### config.mk
export PLATFORM = sky130hd
export DESIGN_NAME = tlb_pid_cam
export DESIGN_NICKNAME = d
export VERILOG_FILES = /design/src/rtl/tlb_pkg.sv /design/src/rtl/tlb_entry_array.sv /design/src/rtl/tlb_victim_sel.sv /design/src/rtl/tlb_ppn_mux.sv /design/src/rtl/tlb_pid_cam.sv
export SDC_FILE = /design/constraint.sdc
export NUM_CORES = 2
export LEC_CHECK = 0
export CORE_MARGIN = 5
export CORE_UTILIZATION = 47
export DETAILED_ROUTE_END_ITERATION = 6
export DONT_BUFFER_PORTS = 1
export HOLD_SLACK_MARGIN = 0.08
export PLACE_DENSITY_LB_ADDON = 0.12
export SYNTH_ARGS = -nofsm -noshare
export SYNTH_HDL_FRONTEND = slang
export SYNTH_HIERARCHICAL = 1
export SYNTH_SLANG_ARGS = --single-unit
### constraint.sdc
create_clock -name clk_i -period 4.45 [get_ports clk_i]
set_clock_uncertainty 0.05 [all_clocks]
set_input_delay 0.89 -clock clk_i [delete_from_list [all_inputs] [get_ports clk_i]]
set_output_delay 0.89 -clock clk_i [all_outputs]
set_load 0.05 [all_outputs]
### src/rtl/tlb_pkg.sv
package tlb_pkg;
  localparam int unsigned TLB_ENTRIES = 32;
  localparam int unsigned TLB_PID_W   = 8;
  localparam int unsigned TLB_VPN_W   = 20;
  localparam int unsigned TLB_PPN_W   = 20;
  localparam int unsigned TLB_OFF_W   = 12;

  typedef enum logic [1:0] {
    VSRC_MATCH = 2'd0,
    VSRC_FREE  = 2'd1,
    VSRC_RR    = 2'd2
  } vsrc_e;
endpackage

### src/rtl/tlb_entry_array.sv
module tlb_entry_array #(
  parameter int unsigned N     = 32,
  parameter int unsigned PID_W = 8,
  parameter int unsigned VPN_W = 20,
  parameter int unsigned PPN_W = 20
) (
  input  logic             clk_i,
  input  logic             rst_ni,
  input  logic [PID_W-1:0] lk_pid_i,
  input  logic [VPN_W-1:0] lk_vpn_i,
  input  logic [N-1:0]     we_oh_i,
  input  logic [PID_W-1:0] wr_pid_i,
  input  logic [VPN_W-1:0] wr_vpn_i,
  input  logic [PPN_W-1:0] wr_ppn_i,
  input  logic             flush_all_i,
  input  logic             flush_pid_en_i,
  input  logic [PID_W-1:0] flush_pid_i,
  output logic [N-1:0]     lk_match_o,
  output logic [N-1:0]     wr_match_o,
  output logic [N-1:0]     valid_o,
  output logic [N*PPN_W-1:0] ppn_flat_o
);
  for (genvar i = 0; i < N; i++) begin : g_ent
    logic             valid_q;
    logic [PID_W-1:0] pid_q;
    logic [VPN_W-1:0] vpn_q;
    logic [PPN_W-1:0] ppn_q;
    logic             kill;

    assign kill = flush_all_i || (flush_pid_en_i && (pid_q == flush_pid_i));

    always_ff @(posedge clk_i or negedge rst_ni) begin
      if (!rst_ni) begin
        valid_q <= 1'b0;
        pid_q   <= '0;
        vpn_q   <= '0;
        ppn_q   <= '0;
      end else begin
        if (kill) valid_q <= 1'b0;
        // fill wins over a flush of the same cycle
        if (we_oh_i[i]) begin
          valid_q <= 1'b1;
          pid_q   <= wr_pid_i;
          vpn_q   <= wr_vpn_i;
          ppn_q   <= wr_ppn_i;
        end
      end
    end

    assign lk_match_o[i] = valid_q && (pid_q == lk_pid_i) && (vpn_q == lk_vpn_i);
    assign wr_match_o[i] = valid_q && (pid_q == wr_pid_i) && (vpn_q == wr_vpn_i);
    assign valid_o[i]    = valid_q;
    assign ppn_flat_o[i*PPN_W +: PPN_W] = ppn_q;

    AST_FILL_SETS_VALID: assert property (@(posedge clk_i) disable iff (!rst_ni)
      we_oh_i[i] |=> valid_q && (ppn_q == $past(wr_ppn_i)));
    AST_FLUSH_PID_CLEARS: assert property (@(posedge clk_i) disable iff (!rst_ni)
      (flush_pid_en_i && valid_q && (pid_q == flush_pid_i) && !we_oh_i[i]) |=> !valid_q);
    AST_FLUSH_ALL_CLEARS: assert property (@(posedge clk_i) disable iff (!rst_ni)
      (flush_all_i && !we_oh_i[i]) |=> !valid_q);
  end
endmodule

### src/rtl/tlb_victim_sel.sv
module tlb_victim_sel
  import tlb_pkg::*;
#(
  parameter int unsigned N = 32
) (
  input  logic         clk_i,
  input  logic         rst_ni,
  input  logic         fill_en_i,
  input  logic [N-1:0] wr_match_i,
  input  logic [N-1:0] valid_i,
  output logic [N-1:0] victim_oh_o,
  output vsrc_e        src_o
);
  localparam int unsigned PTR_W = (N > 1) ? $clog2(N) : 1;

  logic [PTR_W-1:0] ptr_q;
  logic [N-1:0]     free_vec, free_oh, match_oh, rr_oh;

  assign free_vec = ~valid_i;

  always_comb begin
    free_oh  = '0;
    match_oh = '0;
    for (int i = N - 1; i >= 0; i--) begin
      if (free_vec[i])   free_oh  = N'(1) << i;
      if (wr_match_i[i]) match_oh = N'(1) << i;
    end
  end

  assign rr_oh = N'(1) << ptr_q;

  always_comb begin
    if (|wr_match_i) begin
      src_o       = VSRC_MATCH;
      victim_oh_o = match_oh;
    end else if (|free_vec) begin
      src_o       = VSRC_FREE;
      victim_oh_o = free_oh;
    end else begin
      src_o       = VSRC_RR;
      victim_oh_o = rr_oh;
    end
  end

  always_ff @(posedge clk_i or negedge rst_ni) begin
    if (!rst_ni) ptr_q <= '0;
    else if (fill_en_i && (src_o == VSRC_RR))
      ptr_q <= (ptr_q == PTR_W'(N - 1)) ? '0 : ptr_q + 1'b1;
  end

  AST_VICTIM_ONEHOT: assert property (@(posedge clk_i) disable iff (!rst_ni)
    fill_en_i |-> $onehot(victim_oh_o));
  AST_FREE_NOT_VALID: assert property (@(posedge clk_i) disable iff (!rst_ni)
    (fill_en_i && (src_o == VSRC_FREE)) |-> ((victim_oh_o & valid_i) == '0));
  AST_PTR_HOLDS: assert property (@(posedge clk_i) disable iff (!rst_ni)
    (fill_en_i && (src_o == VSRC_MATCH)) |=> $stable(ptr_q));
endmodule

### src/rtl/tlb_ppn_mux.sv
module tlb_ppn_mux #(
  parameter int unsigned N     = 32,
  parameter int unsigned PPN_W = 20
) (
  input  logic [N-1:0]       match_i,
  input  logic [N*PPN_W-1:0] ppn_flat_i,
  output logic               hit_o,
  output logic [PPN_W-1:0]   ppn_o
);
  // and-or mux; match is one-hot by the no-duplicate rule
  always_comb begin
    ppn_o = '0;
    for (int i = 0; i < N; i++)
      ppn_o |= ppn_flat_i[i*PPN_W +: PPN_W] & {PPN_W{match_i[i]}};
  end
  assign hit_o = |match_i;
endmodule

### src/rtl/tlb_pid_cam.sv
module tlb_pid_cam
  import tlb_pkg::*;
#(
  parameter int unsigned N     = TLB_ENTRIES,
  parameter int unsigned PID_W = TLB_PID_W,
  parameter int unsigned VPN_W = TLB_VPN_W,
  parameter int unsigned PPN_W = TLB_PPN_W,
  parameter int unsigned OFF_W = TLB_OFF_W,
  localparam int unsigned VA_W = VPN_W + OFF_W,
  localparam int unsigned PA_W = PPN_W + OFF_W
) (
  input  logic             clk_i,
  input  logic             rst_ni,
  input  logic [PID_W-1:0] lk_pid_i,
  input  logic [VA_W-1:0]  lk_vaddr_i,
  output logic             lk_hit_o,
  output logic [PA_W-1:0]  lk_paddr_o,
  input  logic             fill_en_i,
  input  logic [PID_W-1:0] fill_pid_i,
  input  logic [VPN_W-1:0] fill_vpn_i,
  input  logic [PPN_W-1:0] fill_ppn_i,
  input  logic             flush_all_i,
  input  logic             flush_pid_en_i,
  input  logic [PID_W-1:0] flush_pid_i
);
  logic [N-1:0]       lk_match, wr_match, valid, victim_oh, we_oh;
  logic [N*PPN_W-1:0] ppn_flat;
  logic [PPN_W-1:0]   hit_ppn;
  logic               hit;
  vsrc_e              vsrc;

  assign we_oh = victim_oh & {N{fill_en_i}};

  tlb_entry_array #(.N(N), .PID_W(PID_W), .VPN_W(VPN_W), .PPN_W(PPN_W)) u_arr (
    .clk_i, .rst_ni,
    .lk_pid_i       (lk_pid_i),
    .lk_vpn_i       (lk_vaddr_i[VA_W-1:OFF_W]),
    .we_oh_i        (we_oh),
    .wr_pid_i       (fill_pid_i),
    .wr_vpn_i       (fill_vpn_i),
    .wr_ppn_i       (fill_ppn_i),
    .flush_all_i    (flush_all_i),
    .flush_pid_en_i (flush_pid_en_i),
    .flush_pid_i    (flush_pid_i),
    .lk_match_o     (lk_match),
    .wr_match_o     (wr_match),
    .valid_o        (valid),
    .ppn_flat_o     (ppn_flat)
  );

  tlb_victim_sel #(.N(N)) u_vic (
    .clk_i, .rst_ni,
    .fill_en_i   (fill_en_i),
    .wr_match_i  (wr_match),
    .valid_i     (valid),
    .victim_oh_o (victim_oh),
    .src_o       (vsrc)
  );

  tlb_ppn_mux #(.N(N), .PPN_W(PPN_W)) u_mux (
    .match_i    (lk_match),
    .ppn_flat_i (ppn_flat),
    .hit_o      (hit),
    .ppn_o      (hit_ppn)
  );

  assign lk_hit_o   = hit;
  assign lk_paddr_o = hit ? {hit_ppn, lk_vaddr_i[OFF_W-1:0]} : '0;

  AST_NO_DUP_KEY: assert property (@(posedge clk_i) disable iff (!rst_ni)
    $onehot0(lk_match) && $onehot0(wr_match));
  AST_MISS_ZERO: assert property (@(posedge clk_i) disable iff (!rst_ni)
    !lk_hit_o |-> (lk_paddr_o == '0));
  AST_OFFSET_PASS: assert property (@(posedge clk_i) disable iff (!rst_ni)
    lk_hit_o |-> (lk_paddr_o[OFF_W-1:0] == lk_vaddr_i[OFF_W-1:0]));
  AST_FULL_FLUSH_EMPTY: assert property (@(posedge clk_i) disable iff (!rst_ni)
    (flush_all_i && !fill_en_i) |=> (valid == '0));
  AST_RR_ONLY_WHEN_FULL: assert property (@(posedge clk_i) disable iff (!rst_ni)
    (fill_en_i && (vsrc == VSRC_RR)) |-> (&valid));
endmodule

==> impl_metrics.csv <==
group,metric,value,unit
run_status,failed_checks,"setup timing",
cells_and_area,drive_above_1_share,31.2,%
yosys,syn_area_per_cell,12.1,sq um
clock_network,cts_inserted_buffers,180,
floorplan,ios,134,
timing,fmax,221,MHz
grt,grt_max_degree,300,
power_and_ir_drop,p_seq_share,45.9,%
clock_network,cts_root_buf,"clkbuf_16",
detailed_routing,wl_met1,139,mm
worst_setup_path,max_stage_delay,0.44,ns
floorplan,rows,159,
worst_setup_path,arrival,3.58,ns
power_and_ir_drop,pwr-share-comb,8.1,%
timing,setup_violations,32,
worst_setup_path,path_max_fanout,21,
timing,min_period_over_period,102,%
yosys,synth_cells,7348,
clock_network,htree_num_levels,4,
placed_design,finalWeightedCongestion,0.889,
placed_design,numPortBuffers,0,
detailed_routing,via_count,60800,
timing,drv_slew,0,
worst_setup_path,cp-start-kind,"flip-flop",
floorplan,die_y,445,microns
detailed_routing,drc,0,
grt,track_usage,31.9,%
power_and_ir_drop,p_leak,0.0458,uW
power_and_ir_drop,power.density,344,mW/mm^2
yosys,synthesis.nets,7456,
floorplan,die-area,0.198,sq mm
worst_setup_path,reg2reg_slack,0.28,ns
yosys,syn_area,0.0888,sq mm
floorplan,start_util,47.3,%
worst_setup_path,path_cells,"xor2_1, nor4_1, nand3_1, nor4_4, buf_12, nor4_2, nand4_1, or2_4, buf_12, and2_2, buf_12",
cells_and_area,area_delta_synth_final,10.9,%
worst_setup_path,required,3.51,ns
timing,fin_crit,4.52,ns
yosys,yosys_warnings,6,
power_and_ir_drop,clkPwrFrac,46.0,%
worst_setup_path,path_class,"flip-flop to output port",
detailed_routing,routed_wl,323,mm
power_and_ir_drop,swShare,24.8,%
clock_network,insertion_delay,0.87,ns
detailed_routing,highest_layer,"met4",
cells_and_area,final_area,0.0985,sq mm
grt,antenna_found_initial,7,
clock_network,tritoncts,"built",
detailed_routing,ant_nets,0,
clock_network,clkTransAtPathRegs,0.06,ns
detailed_routing,route.met3.wl,25.8,mm
clock_network,cts_num_sinks,1573,
placed_design,dp_cells,9355,
worst_setup_path,critical_path.top_delay_family,"simple AND/OR/NAND/NOR gates",
placed_design,dpl.hpwl,166,mm
timing,final-hold-violation-count,0,
worst_setup_path,cp_num_buf_inv,3,
grt,grt_pass1_wl,458,mm
timing,rsz0062_at_grt,"yes",
power_and_ir_drop,power_switching,8410,uW
min_path,hold_class,"input pin to flip-flop",
timing,slew_headroom,6.47,%
grt,grt_pass1_vias,61300,
detailed_routing,via_per_inst,6.25,
power_and_ir_drop,ir_drop,0.329,mV
clock_network,cts_max_path_buffers,3,
detailed_routing,first_pass_iters,6,
worst_setup_path,cpMostUsedCell,"buf_12",
cells_and_area,finalNetCount,7192,
grt,grt_overflow,0,
floorplan,fp.coreArea,0.188,sq mm
detailed_routing,wl_met2,146,mm
power_and_ir_drop,internal_power,25500,uW
detailed_routing,wl_per_cell,33.2,microns
cells_and_area,nFillCells,16300,
cells_and_area,final_util,52.4,%
power_and_ir_drop,finalPower,33900,uW
placed_design,dpl_cell_area,0.0912,sq mm
timing,worstMarginPinSlew,1.40,ns
worst_setup_path,end_kind,"output port",
worst_setup_path,crit_slowest_cell,"dfrtp_2",
floorplan,die_w,445,microns
run_status,status,"finished, violations left",
detailed_routing,drt_iter0_drc,6459,
job,maxCapViolCount,0,
timing,setup_slack,-0.0737,ns
cells_and_area,final_cells,9727,
power by group through the flow:
| stage | combinational [uW] | sequential, uW | clock, uW |
|---|---|---|---|
| CTS | 2720 | 15600 | 15800 |
| detailed placement | 2640 | 15800 | 0 |
| floorplan | 2630 | 15700 | 0 |
| finish | 2750 | 15600 | 15600 |
| global placement | 2610 | 15800 | 0 |
| global route | 3030 | 15600 | 16400 |
layout by cell type (no fill, tap or decap), drive strengths merged, types with 43 or more instances in the layout:
cell type  count
a22oi        324
and2          65
buf          204
clkbuf       266
clkinv        43
dfrtp       1573
mux2        1534
nand3         72
nand4        316
nor3         109
nor4         367
xnor2        578
xor2        1451
sequential cells by signal, indices dropped and copies added (netlist names):
| name | cells |
|---|---|
| u_arr/g_ent.ppn_q | 640 |
| u_arr/g_ent.pid_q | 256 |
| u_arr/g_ent.valid_q | 32 |
| u_arr/g_ent.vpn_q | 640 |
| u_vic/ptr_q | 5 |
layout make-up:
class                           instances  area, sq um  share of cell area [%]
Antenna cell                            6         15.0                  0.0152
Sequential cell                      1573        39400                    40.0
Tap cell                             2495         3120                    3.17
Clock buffer                          263         5280                    5.36
Inverter                               33          125                   0.127
Clock inverter                         61          966                   0.981
Timing Repair Buffer                  230         3580                    3.64
Multi-Input combinational cell       5066        46000                    46.7
final timing paths:
| path | start | to | cells after the start |
|---|---|---|---|
| min | fill_ppn_i[13] | u_arr/g_ent[21].ppn_q[13] | 1 |
| max in group asynchronous | rst_ni | u_arr/g_ent[2].ppn_q[3] | 6 |
| min reg2reg | u_arr/g_ent[29].ppn_q[5] | u_arr/g_ent[29].ppn_q[5] | 1 |
| max | u_arr/g_ent[21].pid_q[6] | lk_paddr_o[23] | 11 |
| max reg2reg | u_arr/g_ent[9].pid_q[6] | u_arr/g_ent[10].vpn_q[6] | 13 |
| min in group asynchronous | rst_ni | u_arr/g_ent[16].vpn_q[10] | 1 |
timing repair:
action / CTS / global route
hold endpoints to repair: 124 / 96
gates resized for setup: 65 / 38
hold buffers: 18 / 1
buffers inserted: 6 / 7
pin swaps: 14 / 17
cloned: 4 / 3
endpoints found under the setup margin: 33 / 33
through the flow:
| stage | setup TNS (ns) | hold slack, ns | setup slack [ns] |
|---|---|---|---|
| final | -1.41 | 0.127 | -0.0737 |
| after CTS | -1.32 | 0.0800 | -0.0874 |
| after global placement | -100.54 | 0.439 | -0.316 |
| after floorplan | 0 | 0.431 | 0.0708 |
| after global routing | -4.96 | 0.0964 | -0.189 |
| after detailed placement | -115.34 | 0.446 | -0.349 |
routing by layer:
metal / global-route usage, % / up-vias
met2: 50.1 / 2677
li1: - / 25300
met1: 44.3 / 32200
met5: 0 / -
met4: 11.4 / 0
met3: 6.02 / 631
Power figures use the tool's default switching activity.
